$ cat src/rtl/meas_seq_pkg.sv
package meas_seq_pkg;

    typedef enum logic [1:0] {
        OP_START     = 2'd0,
        OP_WRITE     = 2'd1,
        OP_READ      = 2'd2,
        OP_READ_LAST = 2'd3
    } i2c_op_e;

    typedef struct packed {
        i2c_op_e    op;
        logic [7:0] data;
        logic       stop;
    } i2c_cmd_t;

    typedef enum logic [1:0] {
        ST_IDLE,
        ST_SETTLE,
        ST_ISSUE,
        ST_WAIT
    } seq_state_e;

    typedef struct packed {
        logic       meter;
        logic [3:0] chan;
    } mode_info_t;

    localparam int unsigned NUM_STEPS = 8;
    localparam int unsigned STEP_W    = $clog2(NUM_STEPS);
    localparam logic [STEP_W-1:0] HI_STEP = STEP_W'(NUM_STEPS - 2);
    localparam logic [STEP_W-1:0] LO_STEP = STEP_W'(NUM_STEPS - 1);

    function automatic mode_info_t decode_mode(input logic [3:0] code);
        mode_info_t m;
        m = '{meter: 1'b1, chan: 4'd0};
        case (code)
            4'b1100, 4'b1000: m.chan = 4'd1;
            4'b1001:          m.chan = 4'd2;
            4'b1010:          m.chan = 4'd5;
            4'b1011:          m.chan = 4'd6;
            default:          m.meter = 1'b0;
        endcase
        return m;
    endfunction

    function automatic i2c_cmd_t step_cmd(
        input logic [STEP_W-1:0] step,
        input logic [3:0]        chan,
        input logic [6:0]        dev_addr,
        input logic [7:0]        mux_reg,
        input logic [7:0]        res_reg
    );
        i2c_cmd_t c;
        c = '{op: OP_WRITE, data: 8'h00, stop: 1'b0};
        case (step)
            3'd0: begin c.op = OP_START; c.data = {dev_addr, 1'b0}; end
            3'd1: c.data = mux_reg;
            3'd2: begin c.data = {4'b1000, chan}; c.stop = 1'b1; end
            3'd3: begin c.op = OP_START; c.data = {dev_addr, 1'b0}; end
            3'd4: begin c.data = res_reg; c.stop = 1'b1; end
            3'd5: begin c.op = OP_START; c.data = {dev_addr, 1'b1}; end
            3'd6: c.op = OP_READ;
            default: begin c.op = OP_READ_LAST; c.stop = 1'b1; end
        endcase
        return c;
    endfunction

endpackage

$ cat src/rtl/meas_trigger.sv
module meas_trigger
    import meas_seq_pkg::*;
(
    input  logic       clk,
    input  logic       rst,
    input  logic [3:0] mode_sel,
    input  logic       button,
    output mode_info_t info,
    output logic       trigger
);
    logic [3:0] prev_mode;
    logic       btn_q;

    always_ff @(posedge clk) begin
        if (rst) begin
            prev_mode <= 4'hF;
            btn_q     <= 1'b0;
        end else begin
            prev_mode <= mode_sel;
            btn_q     <= button;
        end
    end

    always_comb begin
        info    = decode_mode(mode_sel);
        trigger = info.meter && ((mode_sel != prev_mode) || (button && !btn_q));
    end

endmodule

$ cat src/rtl/settle_timer.sv
module settle_timer #(
    parameter int unsigned SETTLE_W = 8
) (
    input  logic                clk,
    input  logic                rst,
    input  logic                load,
    input  logic [SETTLE_W-1:0] len,
    input  logic                run,
    output logic                done
);
    logic [SETTLE_W-1:0] cnt;

    always_ff @(posedge clk) begin
        if (rst)
            cnt <= '0;
        else if (load)
            cnt <= len;
        else if (run && cnt != '0)
            cnt <= cnt - 1'b1;
    end

    assign done = (cnt == '0);

    assert_count_hold_R2: assert property (@(posedge clk) disable iff (rst)
        (!load && !run) |=> $stable(cnt));

endmodule

$ cat src/rtl/seq_fsm.sv
module seq_fsm
    import meas_seq_pkg::*;
#(
    parameter logic [6:0] DEV_ADDR = 7'h08,
    parameter logic [7:0] MUX_REG  = 8'h07,
    parameter logic [7:0] RES_REG  = 8'h0A
) (
    input  logic       clk,
    input  logic       rst,
    input  logic       trigger,
    input  logic [3:0] trig_chan,
    input  logic       settle_done,
    input  logic       rsp_valid,
    input  logic       rsp_nack,
    output logic       settle_load,
    output logic       settle_run,
    output logic       busy,
    output logic       cmd_valid,
    output i2c_cmd_t   cmd,
    output logic       cap_hi,
    output logic       cap_lo,
    output logic       err
);
    seq_state_e        state;
    logic [STEP_W-1:0] step;
    logic [3:0]        chan_q;
    logic              rsp_ok;

    assign rsp_ok = (state == ST_WAIT) && rsp_valid && !rsp_nack;

    always_ff @(posedge clk) begin
        if (rst) begin
            state  <= ST_IDLE;
            step   <= '0;
            chan_q <= 4'd0;
            err    <= 1'b0;
        end else begin
            case (state)
                ST_IDLE: if (trigger) begin
                    state  <= ST_SETTLE;
                    step   <= '0;
                    chan_q <= trig_chan;
                    err    <= 1'b0;
                end
                ST_SETTLE: if (settle_done) state <= ST_ISSUE;
                ST_ISSUE:  state <= ST_WAIT;
                default: if (rsp_valid) begin
                    if (rsp_nack) begin
                        state <= ST_IDLE;
                        err   <= 1'b1;
                    end else if (step == LO_STEP) begin
                        state <= ST_IDLE;
                    end else begin
                        step  <= step + 1'b1;
                        state <= ST_ISSUE;
                    end
                end
            endcase
        end
    end

    always_comb begin
        settle_load = (state == ST_IDLE) && trigger;
        settle_run  = (state == ST_SETTLE);
        busy        = (state != ST_IDLE);
        cmd_valid   = (state == ST_ISSUE);
        cmd         = step_cmd(step, chan_q, DEV_ADDR, MUX_REG, RES_REG);
        cap_hi      = rsp_ok && (step == HI_STEP);
        cap_lo      = rsp_ok && (step == LO_STEP);
    end

    assert_single_outstanding_R5: assert property (@(posedge clk) disable iff (rst)
        cmd_valid |=> !cmd_valid);
    assert_nack_abort_R8: assert property (@(posedge clk) disable iff (rst)
        (state == ST_WAIT && rsp_valid && rsp_nack) |=> (!busy && err));
    assert_first_cmd_R3: assert property (@(posedge clk) disable iff (rst)
        (cmd_valid && $past(state) == ST_SETTLE) |-> (cmd.op == OP_START && step == '0));

endmodule

$ cat src/rtl/result_latch.sv
module result_latch #(
    parameter int unsigned RES_W = 16
) (
    input  logic             clk,
    input  logic             rst,
    input  logic             cap_hi,
    input  logic             cap_lo,
    input  logic [7:0]       data,
    output logic [RES_W-1:0] result,
    output logic             have_result
);
    localparam int unsigned HALF = RES_W / 2;
    logic [HALF-1:0] hi_q;

    always_ff @(posedge clk) begin
        if (rst) begin
            hi_q        <= '0;
            result      <= '0;
            have_result <= 1'b0;
        end else begin
            if (cap_hi) hi_q <= HALF'(data);
            if (cap_lo) begin
                result      <= {hi_q, HALF'(data)};
                have_result <= 1'b1;
            end
        end
    end

    assert_hold_R6: assert property (@(posedge clk) disable iff (rst)
        !cap_lo |=> $stable(result));
    assert_exclusive_caps_R6: assert property (@(posedge clk) disable iff (rst)
        $onehot0({cap_hi, cap_lo}));

endmodule

$ cat src/rtl/meas_seq_top.sv
module meas_seq_top
    import meas_seq_pkg::*;
#(
    parameter int unsigned SETTLE_W = 8,
    parameter logic [6:0]  DEV_ADDR = 7'h08,
    parameter logic [7:0]  MUX_REG  = 8'h07,
    parameter logic [7:0]  RES_REG  = 8'h0A
) (
    input  logic                clk,
    input  logic                rst,
    input  logic [3:0]          mode_sel,
    input  logic                button,
    input  logic [SETTLE_W-1:0] settle_len,
    output logic                rail_en,
    output logic                busy,
    output logic                cmd_valid,
    output logic [1:0]          cmd_op,
    output logic [7:0]          cmd_data,
    output logic                cmd_stop,
    input  logic                rsp_valid,
    input  logic                rsp_nack,
    input  logic [7:0]          rsp_data,
    output logic [15:0]         result,
    output logic                disp_valid,
    output logic                err
);
    mode_info_t info;
    i2c_cmd_t   cmd;
    logic trigger, settle_load, settle_run, settle_done;
    logic cap_hi, cap_lo, have_result;

    meas_trigger u_trig (
        .clk(clk), .rst(rst), .mode_sel(mode_sel), .button(button),
        .info(info), .trigger(trigger)
    );

    settle_timer #(.SETTLE_W(SETTLE_W)) u_settle (
        .clk(clk), .rst(rst), .load(settle_load), .len(settle_len),
        .run(settle_run), .done(settle_done)
    );

    seq_fsm #(.DEV_ADDR(DEV_ADDR), .MUX_REG(MUX_REG), .RES_REG(RES_REG)) u_fsm (
        .clk(clk), .rst(rst), .trigger(trigger), .trig_chan(info.chan),
        .settle_done(settle_done), .rsp_valid(rsp_valid), .rsp_nack(rsp_nack),
        .settle_load(settle_load), .settle_run(settle_run), .busy(busy),
        .cmd_valid(cmd_valid), .cmd(cmd), .cap_hi(cap_hi), .cap_lo(cap_lo),
        .err(err)
    );

    result_latch #(.RES_W(16)) u_latch (
        .clk(clk), .rst(rst), .cap_hi(cap_hi), .cap_lo(cap_lo),
        .data(rsp_data), .result(result), .have_result(have_result)
    );

    always_comb begin
        rail_en    = busy;
        cmd_op     = cmd.op;
        cmd_data   = cmd.data;
        cmd_stop   = cmd.stop;
        disp_valid = have_result && info.meter;
    end

    assert_cmd_with_rail_R2: assert property (@(posedge clk) disable iff (rst)
        cmd_valid |-> rail_en);
    assert_start_meter_R1: assert property (@(posedge clk) disable iff (rst)
        $rose(rail_en) |-> decode_mode($past(mode_sel)).meter);
    assert_idle_result_R6: assert property (@(posedge clk) disable iff (rst)
        !busy |=> $stable(result));
    assert_no_display_R7: assert property (@(posedge clk) disable iff (rst)
        (mode_sel == 4'hF) |-> !disp_valid);

endmodule

$ cat config.mk
export PLATFORM = sky130hd
export DESIGN_NAME = meas_seq_top
export DESIGN_NICKNAME = d
export VERILOG_FILES = /design/src/rtl/meas_seq_pkg.sv /design/src/rtl/meas_trigger.sv /design/src/rtl/settle_timer.sv /design/src/rtl/seq_fsm.sv /design/src/rtl/result_latch.sv /design/src/rtl/meas_seq_top.sv
export SDC_FILE = /design/constraint.sdc
export NUM_CORES = 1
export LEC_CHECK = 0
export ABC_AREA = 0
export CAP_MARGIN = 20
export CORE_ASPECT_RATIO = 1.25
export CORE_MARGIN = 4
export CORE_UTILIZATION = 49
export CTS_CLUSTER_SIZE = 25
export DETAILED_ROUTE_END_ITERATION = 10
export PLACE_DENSITY_LB_ADDON = 0.08
export SYNTH_ARGS = -nofsm -noshare
export SYNTH_HDL_FRONTEND = slang
export SYNTH_SLANG_ARGS = --single-unit
export TNS_END_PERCENT = 100
$ cat constraint.sdc
create_clock -name clk -period 2.3 [get_ports clk]
set_input_delay 0.575 -clock clk [delete_from_list [all_inputs] [get_ports clk]]
set_output_delay 0.575 -clock clk [all_outputs]
set_load 0.03 [all_outputs]
# == After elaboration in Yosys (flattened, before gate mapping) ==
# Index checks and enable logic that the tools add are counted.
# classes
n_addsub,2
n_eq_ne,20
reduce_logical,32
n_bitwise,1
muxes,22
# ops
op,count
8-bit case mux with 5 select lines,1
"4-bit == test, second input constant",5
8-bit two-way mux,2
"3-bit == test, second input constant",4
3-bit two-way mux,4
2-bit case mux with 3 select lines,2
3-bit case mux with 4 select lines,1
2-bit two-way mux,5
5-bit OR reduction,2
1-bit logical AND,9
8-bit zero test,1
2-bit nonzero test,4
8-bit nonzero test,1
"8-bit by 1-bit subtractor with 8-bit output, second input constant",1
"3-bit by 2-bit == test with 1-bit output, second input constant",2
3-bit case mux with 2 select lines,1
2-bit OR reduction,3
3-bit OR reduction,2
1-bit two-way mux,5
5-bit AND reduction,1
"2-bit == test, second input constant",2
"2-bit by 1-bit inequality test with 1-bit output, second input constant",2
"2-bit inequality test, second input constant",2
4-bit inequality test,1
13 further kinds,14
# totals
out_inout_bits,32
wordCells,87
regBits,48
inputBits,25

# == Depth between registers and ports, before layout ==
# Gate-level depths: netlist (run 1).
# logic_depth
ltp_word,6
mapped_depth,8
mapped_depth_nobuf,7

# == Cells and area by module ==
# A second synthesis (run 1) with hierarchy kept.
# hier_totals
hier_cells,265
area_unflattened_um2,2424.8
# modules_own_cells
mod,cells_per_inst,instances,seq_area_each_um2,area_each_um2
result_latch,81,1,500.5,892.1
seq_fsm,98,1,200.2,768.2
settle_timer,59,1,160.2,515.5
meas_trigger,25,1,100.1,235.2
meas_seq_top,2,1,0.0,13.8

# == Least setup slack after synthesis (run 1) ==
# OpenSTA, ideal clock, no wires.
# synth_timing
path_type,flip-flop to output port
start,reg u_fsm.step[2]
end,out cmd_op[1]
t_required_ns,1.725
path_slack_ns,-0.279
arrival_time_ns,2.004
path_buffers,1
path_stages_with_launch,6
cell_sequence,dfxtp_1 > clkbuf_1 > inv_1 > fa_1 > a21oi_1 > o21ai_0
# synth_between
elab_chain_len,3
elab_cells_between_ends,10
classes_between,6 x eq/ne; 1 x mux; 3 x reduce/logical
# synth_rtl
item,line,text
start: declaration,seq_fsm.sv:25,logic [STEP_W-1:0] step;
start signal: assignment,seq_fsm.sv:54,step <= step + 1'b1;
3-bit by 2-bit == test with 1-bit output (tied with other cells),meas_seq_pkg.sv:55,case (step)
3-bit OR reduction (no source line),--,
2-bit case mux with 3 select lines *,meas_seq_pkg.sv:55,
end: declaration,meas_seq_top.sv:17,"output logic [1:0] cmd_op,"
# Every way passes the cells marked *; elsewhere a longest branch is shown, timed or not.

# == Worst setup path after layout (run 1) ==
# layout_timing
start,reg u_fsm.step[0]
end,out cmd_op[1]
# The elaborated chain is that of the path after synthesis.

==> metrics.md, run 1 <==
| Metric | Value |
|---|---|
| Placer Congestion | `0.825` |
| Worst Setup End Kind | `output pin` |
| Crit-path max FO | `4` |
| Worst Hold Launch | `u_latch.result[2]` |
| Largest cells by area after synthesis | `dfxtp_1 40%, ha_1 7.0%, nand2_1 6.8%` |
| H-tree depth | `2` |
| EDFF count, synth | `0` |
| Die Y | `85.1 um` |
| RSZ-0062 raised after global routing | `yes` |
| Initial antenna violation count | `0` |
| Worst Skew | `5.97 ps` |
| Critical path class | `register to output pin` |
| Async set or reset register ratio after synthesis | `0%` |
| Hold_ws | `458 ps` |
| CTS tree | `built` |
| Worst EP arrival | `1670 ps` |
| Syn_area_per_cell | `8.72 um2` |
| Post-synth top area share | `40.4%` |
| Post-synth top flop | `dfxtp_1` |
| Final ANT Viol Nets | `0` |
| TritonCTS buffer count | `5` |
| Synth Warn # | `0` |
| Register bit count reported by yosys | `47` |
| F_max | `0.445 GHz` |
| I/O pin count | `57` |
| GR Util All Layers | `18.0%` |
| Slew Limit Fails | `0` |
| Synth Area in XOR/XNOR | `3.01%` |
| First-pass GRT wire length | `8850 um` |
| HPWL Detailed | `3770 um` |
| Core area | `4490 um2` |
| Commonest non-fill, non-tap cells in the layout | `44 x dfxtp_1, 42 x nand2_1, 41 x clkdlybuf4s50_1` |
| Syn Inst Count | `267` |
| Clock net sink count | `47` |
| Slew margin rel. | `58.2%` |
| Worst Setup SP | `u_fsm.step[0]` |
| Final Hold Fails | `0` |
| Placed Cells | `377` |
| Finished Layout Cells | `384` |
| Synth Cell Area | `2330 um2` |
| Vias after detailed routing | `2,005` |
| Router iterations before antenna repair | `4` |
| Final WL | `5170 um` |
| Initial DRC Count | `68` |
| Outcome | `finished, final reports clean` |
| Share of cells above drive strength 1 | `16.0%` |
| Starting Density | `51.8%` |
| Top cell type by total area after synthesis | `dfxtp_1` |
| Chip width | `69.7 um` |
| Final worst slack | `52.9 ps` |
| Worst-path clk slew | `90 ps` |
| Simple logic cell fraction of the synthesized area | `20.9%` |
| CP Launch Type | `register` |
| Period utilization | `97.7%` |
| Vias in the first global route | `1,964` |
| Largest net degree at the start of global routing | `31` |
| VDD IR-drop max | `0.461 mV` |
| Cell area after layout | `3080 um2` |
| Port bufs | `54` |
| Leak pwr | `1.18 nW` |
| Setup TNS | `0 ps` |
| Die area | `5930 um2` |
| Placed cell area | `2980 um2` |
| Commonest non-fill, non-tap cell in the layout | `dfxtp_1` |
| R2r startpoint | `u_settle.cnt[0]` |
| Seq/Total Area, Yosys | `40.4%` |
| Final Setup Violations | `0` |
| DRC violations left | `0` |
| Clk buf depth | `2` |
| Synth Area in Compound Gates | `17.4%` |
| Clk_lat worst skew | `300 ps` |
| GRT overflow | `0` |
| Post-synthesis mux area share | `4.73%` |
| Tightest Pin Transition | `627 ps` |
| ANT cells | `0` |
| Worst Hold Class | `register to register` |
| Post-DR vias/cell | `5.22` |
| Adder-cell share of the synthesized area | `7.85%` |
| PD cells | `867 nW/um2` |
| Critical Path RT | `1730 ps` |
| Nets | `365` |
| Fin crit period | `2250 ps` |
| Pre-CTS WS | `4.36 ps` |
| Max Cap Viol | `0` |
| Post-synthesis cell type count | `47` |
| CTS root buf | `clkbuf_8` |
| Layout area overhead | `32.5%` |
| WL per Instance | `13.5 um` |
| Num rows | `27` |
| Main combinational cell family by area after synthesis | `simple AND/OR/NAND/NOR gates` |
## area by class of cell
class                           instances  area, um2
Multi-Input combinational cell        194       1270
Clock inverter                          2       37.5
Tap cell                               58       72.6
Inverter                               11       42.5
Sequential cell                        47        950
Clock buffer                            5       68.8
Timing Repair Buffer                   67        647
Fill cell                             383       1410
## final timing paths
check,slack [ps],cells past startpoint,end
worst max-delay path,50,5,cmd_op[1]
worst min register to register,460,2,u_latch.result[2]
worst max register to register,380,7,u_settle.cnt[4]
worst min-delay path,460,2,u_latch.result[2]
## power breakdown
| group | internal, mW | switching [mW] | leakage (nW) |
|---|---|---|---|
| clock network | 0.318 | 0.272 | 0.0502 |
| registers | 0.895 | 0.0897 | 0.384 |
| logic | 0.481 | 0.618 | 0.745 |
## flip-flops by register name (all words and copies together), names as in the netlist
| register | cells |
|---|---|
| u_latch.hi_q | 8 |
| u_trig.btn_q | 1 |
| u_latch.result | 16 |
| u_fsm.state | 2 |
| u_fsm.step | 3 |
| u_fsm.chan_q | 3 |
| u_settle.cnt | 8 |
| u_latch.have_result | 1 |
| u_fsm.err | 1 |
| u_trig.prev_mode | 4 |
## stage by stage
stage | total power, mW | util [%]
floorplan | 1.81 | -
global placement | 2.11 | 66.4
detailed placement | 2.13 | 66.4
CTS | 2.69 | 68.7
global route | 2.84 | 68.6
finish | 2.67 | 68.6
## cells by family (layout without fill, tap and decap cells)
group / after synthesis / in the layout
flops: 47 / 47
buf+inv: 27 / 85
mux: 11 / 11
fa+ha+maj: 14 / 14
xor+xnor: 8 / 8
simple gates: 103 / 103
other cells: 1 / 2
compound gates: 56 / 56
## critical path, cell delays in order (launching register included)
cell and delay [ps]:
dfxtp_2 340, buf_4 140, fa_1 540, a21oi_1 90
o21ai_2 130, buf_6 140
## synth_stat cells, types with 2 or more instances
master    count
a211oi_1      5
a211oi_2      5
a21oi_1      29
a311oi_1      2
and3_1        2
buf_2         3
buf_4         4
clkbuf_1      8
clkinv_1      2
dfxtp_1      47
ha_1         13
inv_1         8
mux2i_1      11
nand2_1      42
nand3_1       7
nor2_1       28
nor2b_1       5
nor3_1        7
o21ai_0       2
or2_2         4
xnor2_1       4
xor2_1        4
## layer usage
metal  GRT usage [%]  vias to the layer above  share of wire, %
met5               0                        -                 0
met3            5.09                        5               5.2
met4            4.36                        0               1.2
met2            32.2                       49                51
li1                -                     1017                 -
met1            21.2                      934                43
## repair_timing
item                       4_1_cts  5_1_grt
setup buffers                    0        0
hold buffers                     0        0
hold endpoints to repair         0        0
resized for setup               11        9
pin swaps                        0        1
setup endpoints to repair        9        5
No activity file was read; power rests on OpenSTA's default activity.
==> run 2: changes to the inputs <==
--- a/config.mk
+++ b/config.mk
@@ -13,6 +13,7 @@
 export CTS_CLUSTER_SIZE = 25
 export DETAILED_ROUTE_END_ITERATION = 10
 export PLACE_DENSITY_LB_ADDON = 0.08
+export SLEW_MARGIN = 20
 export SYNTH_ARGS = -nofsm -noshare
 export SYNTH_HDL_FRONTEND = slang
 export SYNTH_SLANG_ARGS = --single-unit
==> results of run 2 <==
No change in the layout: final DEF, timing and power equal those of run 1.
==> run 3: changes to the inputs <==
--- a/config.mk
+++ b/config.mk
@@ -8,11 +8,11 @@
 export ABC_AREA = 0
 export CAP_MARGIN = 20
 export CORE_ASPECT_RATIO = 1.25
-export CORE_MARGIN = 4
 export CORE_UTILIZATION = 49
 export CTS_CLUSTER_SIZE = 25
 export DETAILED_ROUTE_END_ITERATION = 10
 export PLACE_DENSITY_LB_ADDON = 0.08
+export SKIP_CTS_REPAIR_TIMING = 1
 export SLEW_MARGIN = 20
 export SYNTH_ARGS = -nofsm -noshare
 export SYNTH_HDL_FRONTEND = slang
==> run 3 against run 2 <==
Against the previous run: worst setup slack got worse by 8.7 ps; critical endpoint unchanged; combinational power about the same; largest cell class unchanged; non-clock buffer count increased by 1; wire length decreased by 6.2%; highest routed layer unchanged; clock power decreased by 9.8%; flip-flop and latch count unchanged; sequential share of layout area decreased by 0.67 points.
==> metrics.md, run 3 (synthesis gave the netlist of run 1 again) <==
| Metric | Value |
|---|---|
| Outcome | `finished, final reports clean` |
| DRC violations left | `0` |
| Area of the multi-input gates | `1270 um2` |
| Post-DR vias/cell | `5.15` |
| Met2 GRT Util | `37.2%` |
| Worst Setup End Kind | `output pin` |
| GR Util All Layers | `20.6%` |
| Met3 Usage GRT | `4.74%` |
| CP Launch Type | `register` |
| GR Layer Usage met1 | `23.9%` |
| Worst EP arrival | `1680 ps` |
| Die area | `5030 um2` |
| Nets | `366` |
| GRT overflow | `0` |
| F_max | `0.443 GHz` |
| Initial antenna violation count | `0` |
| CTS root buf | `clkbuf_8` |
| Slowest cell on the critical path | `fa_1` |
| Layout filler cell count | `362` |
| Net Sw Power | `992 uW` |
| CP max stage delay | `550 ps` |
| Leak pwr | `1.29 nW` |
| Final WL | `4850 um` |
| I/O pin count | `57` |
| Port bufs | `54` |
| GRT busiest layer | `met2` |
| Max Cap Viol | `0` |
| Int Power | `1.66 mW` |
| Final ANT Viol Nets | `0` |
| Crit-path max FO | `4` |
| Pre-CTS WS | `18.9 ps` |
| Worst-path clk slew | `90 ps` |
| Final Hold Fails | `0` |
| Combinational share of power | `42.8%` |
| Largest register FFs | `16` |
| Flop pwr share | `37.2%` |
| Worst-path cell chain | `buf_6 > fa_1 > a21oi_2 > o21ai_2 > buf_6` |
| Clk buf depth | `2` |
| Sequential Area | `950 um2` |
| Final Setup Violations | `0` |
| Layout area overhead | `35.4%` |
| PD cells | `841 nW/um2` |
| HPWL Detailed | `3460 um` |
| Vias in the first global route | `1,860` |
| Initial DRC Count | `90` |
| Hold Path Sink | `u_latch.result[15]` |
| Largest Register | `u_latch.result` |
| Worst Hold Class | `register to register` |
| Critical Path RT | `1730 ps` |
| CTS tree | `built` |
| TritonCTS buffer count | `5` |
| Share of cells above drive strength 1 | `16.2%` |
| Largest net degree at the start of global routing | `49` |
| Fin crit period | `2260 ps` |
| Final worst slack | `44.2 ps` |
| Commonest non-fill, non-tap cells in the layout | `44 x dfxtp_1, 42 x nand2_1, 42 x clkdlybuf4s50_1` |
| Worst Hold Launch | `u_latch.result[15]` |
| Core area | `4490 um2` |
| H-tree depth | `2` |
| Critical R2R Capture | `u_settle.cnt[4]` |
| Sw Ratio | `37.4%` |
| Clock Power Share | `20.0%` |
| CP dominant cell by count | `buf_6` |
| Vias after detailed routing | `1,987` |
| Placer Congestion | `0.805` |
| Router iterations before antenna repair | `4` |
| Critical path class | `register to output pin` |
| Num rows | `27` |
| Period utilization | `98.1%` |
| ANT cells | `0` |
| Die Y | `79.1 um` |
| First-pass GRT wire length | `8250 um` |
| WL per Instance | `12.6 um` |
| Min-Delay Path Depth | `2` |
| Register-to-Register Path Depth | `7` |
| R2r startpoint | `u_settle.cnt[0]` |
| Clk_lat worst skew | `300 ps` |
| Hold_ws | `460 ps` |
| Clock net sink count | `47` |
| Registers with the most flip-flops | `u_latch.result: 16 flops, u_latch.hi_q: 8 flops, u_settle.cnt: 8 flops` |
| Starting Density | `51.8%` |
| Commonest non-fill, non-tap cell in the layout | `dfxtp_1` |
| RSZ-0062 raised after global routing | `yes` |
| Setup TNS | `0 ps` |
| Slew Limit Fails | `0` |
| VDD IR-drop max | `0.519 mV` |
| Worst Skew | `5.21 ps` |
| R2R setup slack | `400 ps` |
| Chip width | `63.7 um` |
[run 3: cell types whose count changed in the layout (fill, tap and decap cells not counted), sizes merged]
cell / change
dlymetal6s2s: +8
dlygate4sd2: -6
bufinv: -1
clkbuf: -1
clkdlybuf4s50: +1
clkinv: +1
[run 3: layout make-up]
cell class | count | area share (%)
Multi-Input combinational cell | 194 | 40.4
Sequential cell | 47 | 30.1
Inverter | 11 | 1.43
Clock buffer | 6 | 2.62
Tap cell | 58 | 2.30
Clock inverter | 2 | 0.516
Timing Repair Buffer | 68 | 22.6
[run 3: how the worst max path moves through the flow]
stage                  startpoint         endpoint  slack, ps  cells after the start
floorplan           u_fsm.step[2]        cmd_op[1]         80                      5
global placement      mode_sel[0]  u_settle.cnt[0]         70                      7
detailed placement    mode_sel[0]  u_settle.cnt[7]         20                      7
CTS                 u_fsm.step[0]      cmd_data[0]       -280                      5
global route        u_fsm.step[0]        cmd_op[1]        -40                      5
finish              u_fsm.step[0]        cmd_op[1]         40                      5
[run 3: per-stage QoR]
step                      cells  power [mW]  instance area [um2]  utilization (%)
after floorplan             268        1.81                 2340                -
after global placement      376        2.11                 2990             66.6
after CTS                   384        2.66                 3090             68.8
after detailed placement    376        2.13                 2990             66.6
after global routing        386        2.82                 3150             70.2
final                       386        2.65                 3150             70.2
[run 3: critical path, delay by kind of cell, from the launching register on]
| family | cells | cell delay, ps |
|---|---|---|
| AOI/OAI and AO/OA | 2 | 220 |
| buffers and inverters | 2 | 260 |
| DFF | 1 | 350 |
| adders and majority gates | 1 | 550 |
[run 3: routing by layer]
| layer | wire [um] | part of all wire [%] | vias up |
|---|---|---|---|
| met2 | 2420 | 50 | 36 |
| met5 | 0 | 0 | - |
| met3 | 176 | 3.6 | 6 |
| met4 | 46 | 0.95 | 0 |
| li1 | - | - | 1026 |
| met1 | 2210 | 45 | 919 |
[run 3: power groups by stage]
stage | clock network, mW | logic [mW] | registers (mW)
2_1_floorplan | 0 | 0.811 | 0.994
3_3_place_gp | 0 | 1.11 | 1.00
3_5_place_dp | 0 | 1.13 | 1.01
4_1_cts | 0.542 | 1.13 | 0.987
5_1_grt | 0.581 | 1.24 | 0.997
6_report | 0.531 | 1.13 | 0.986
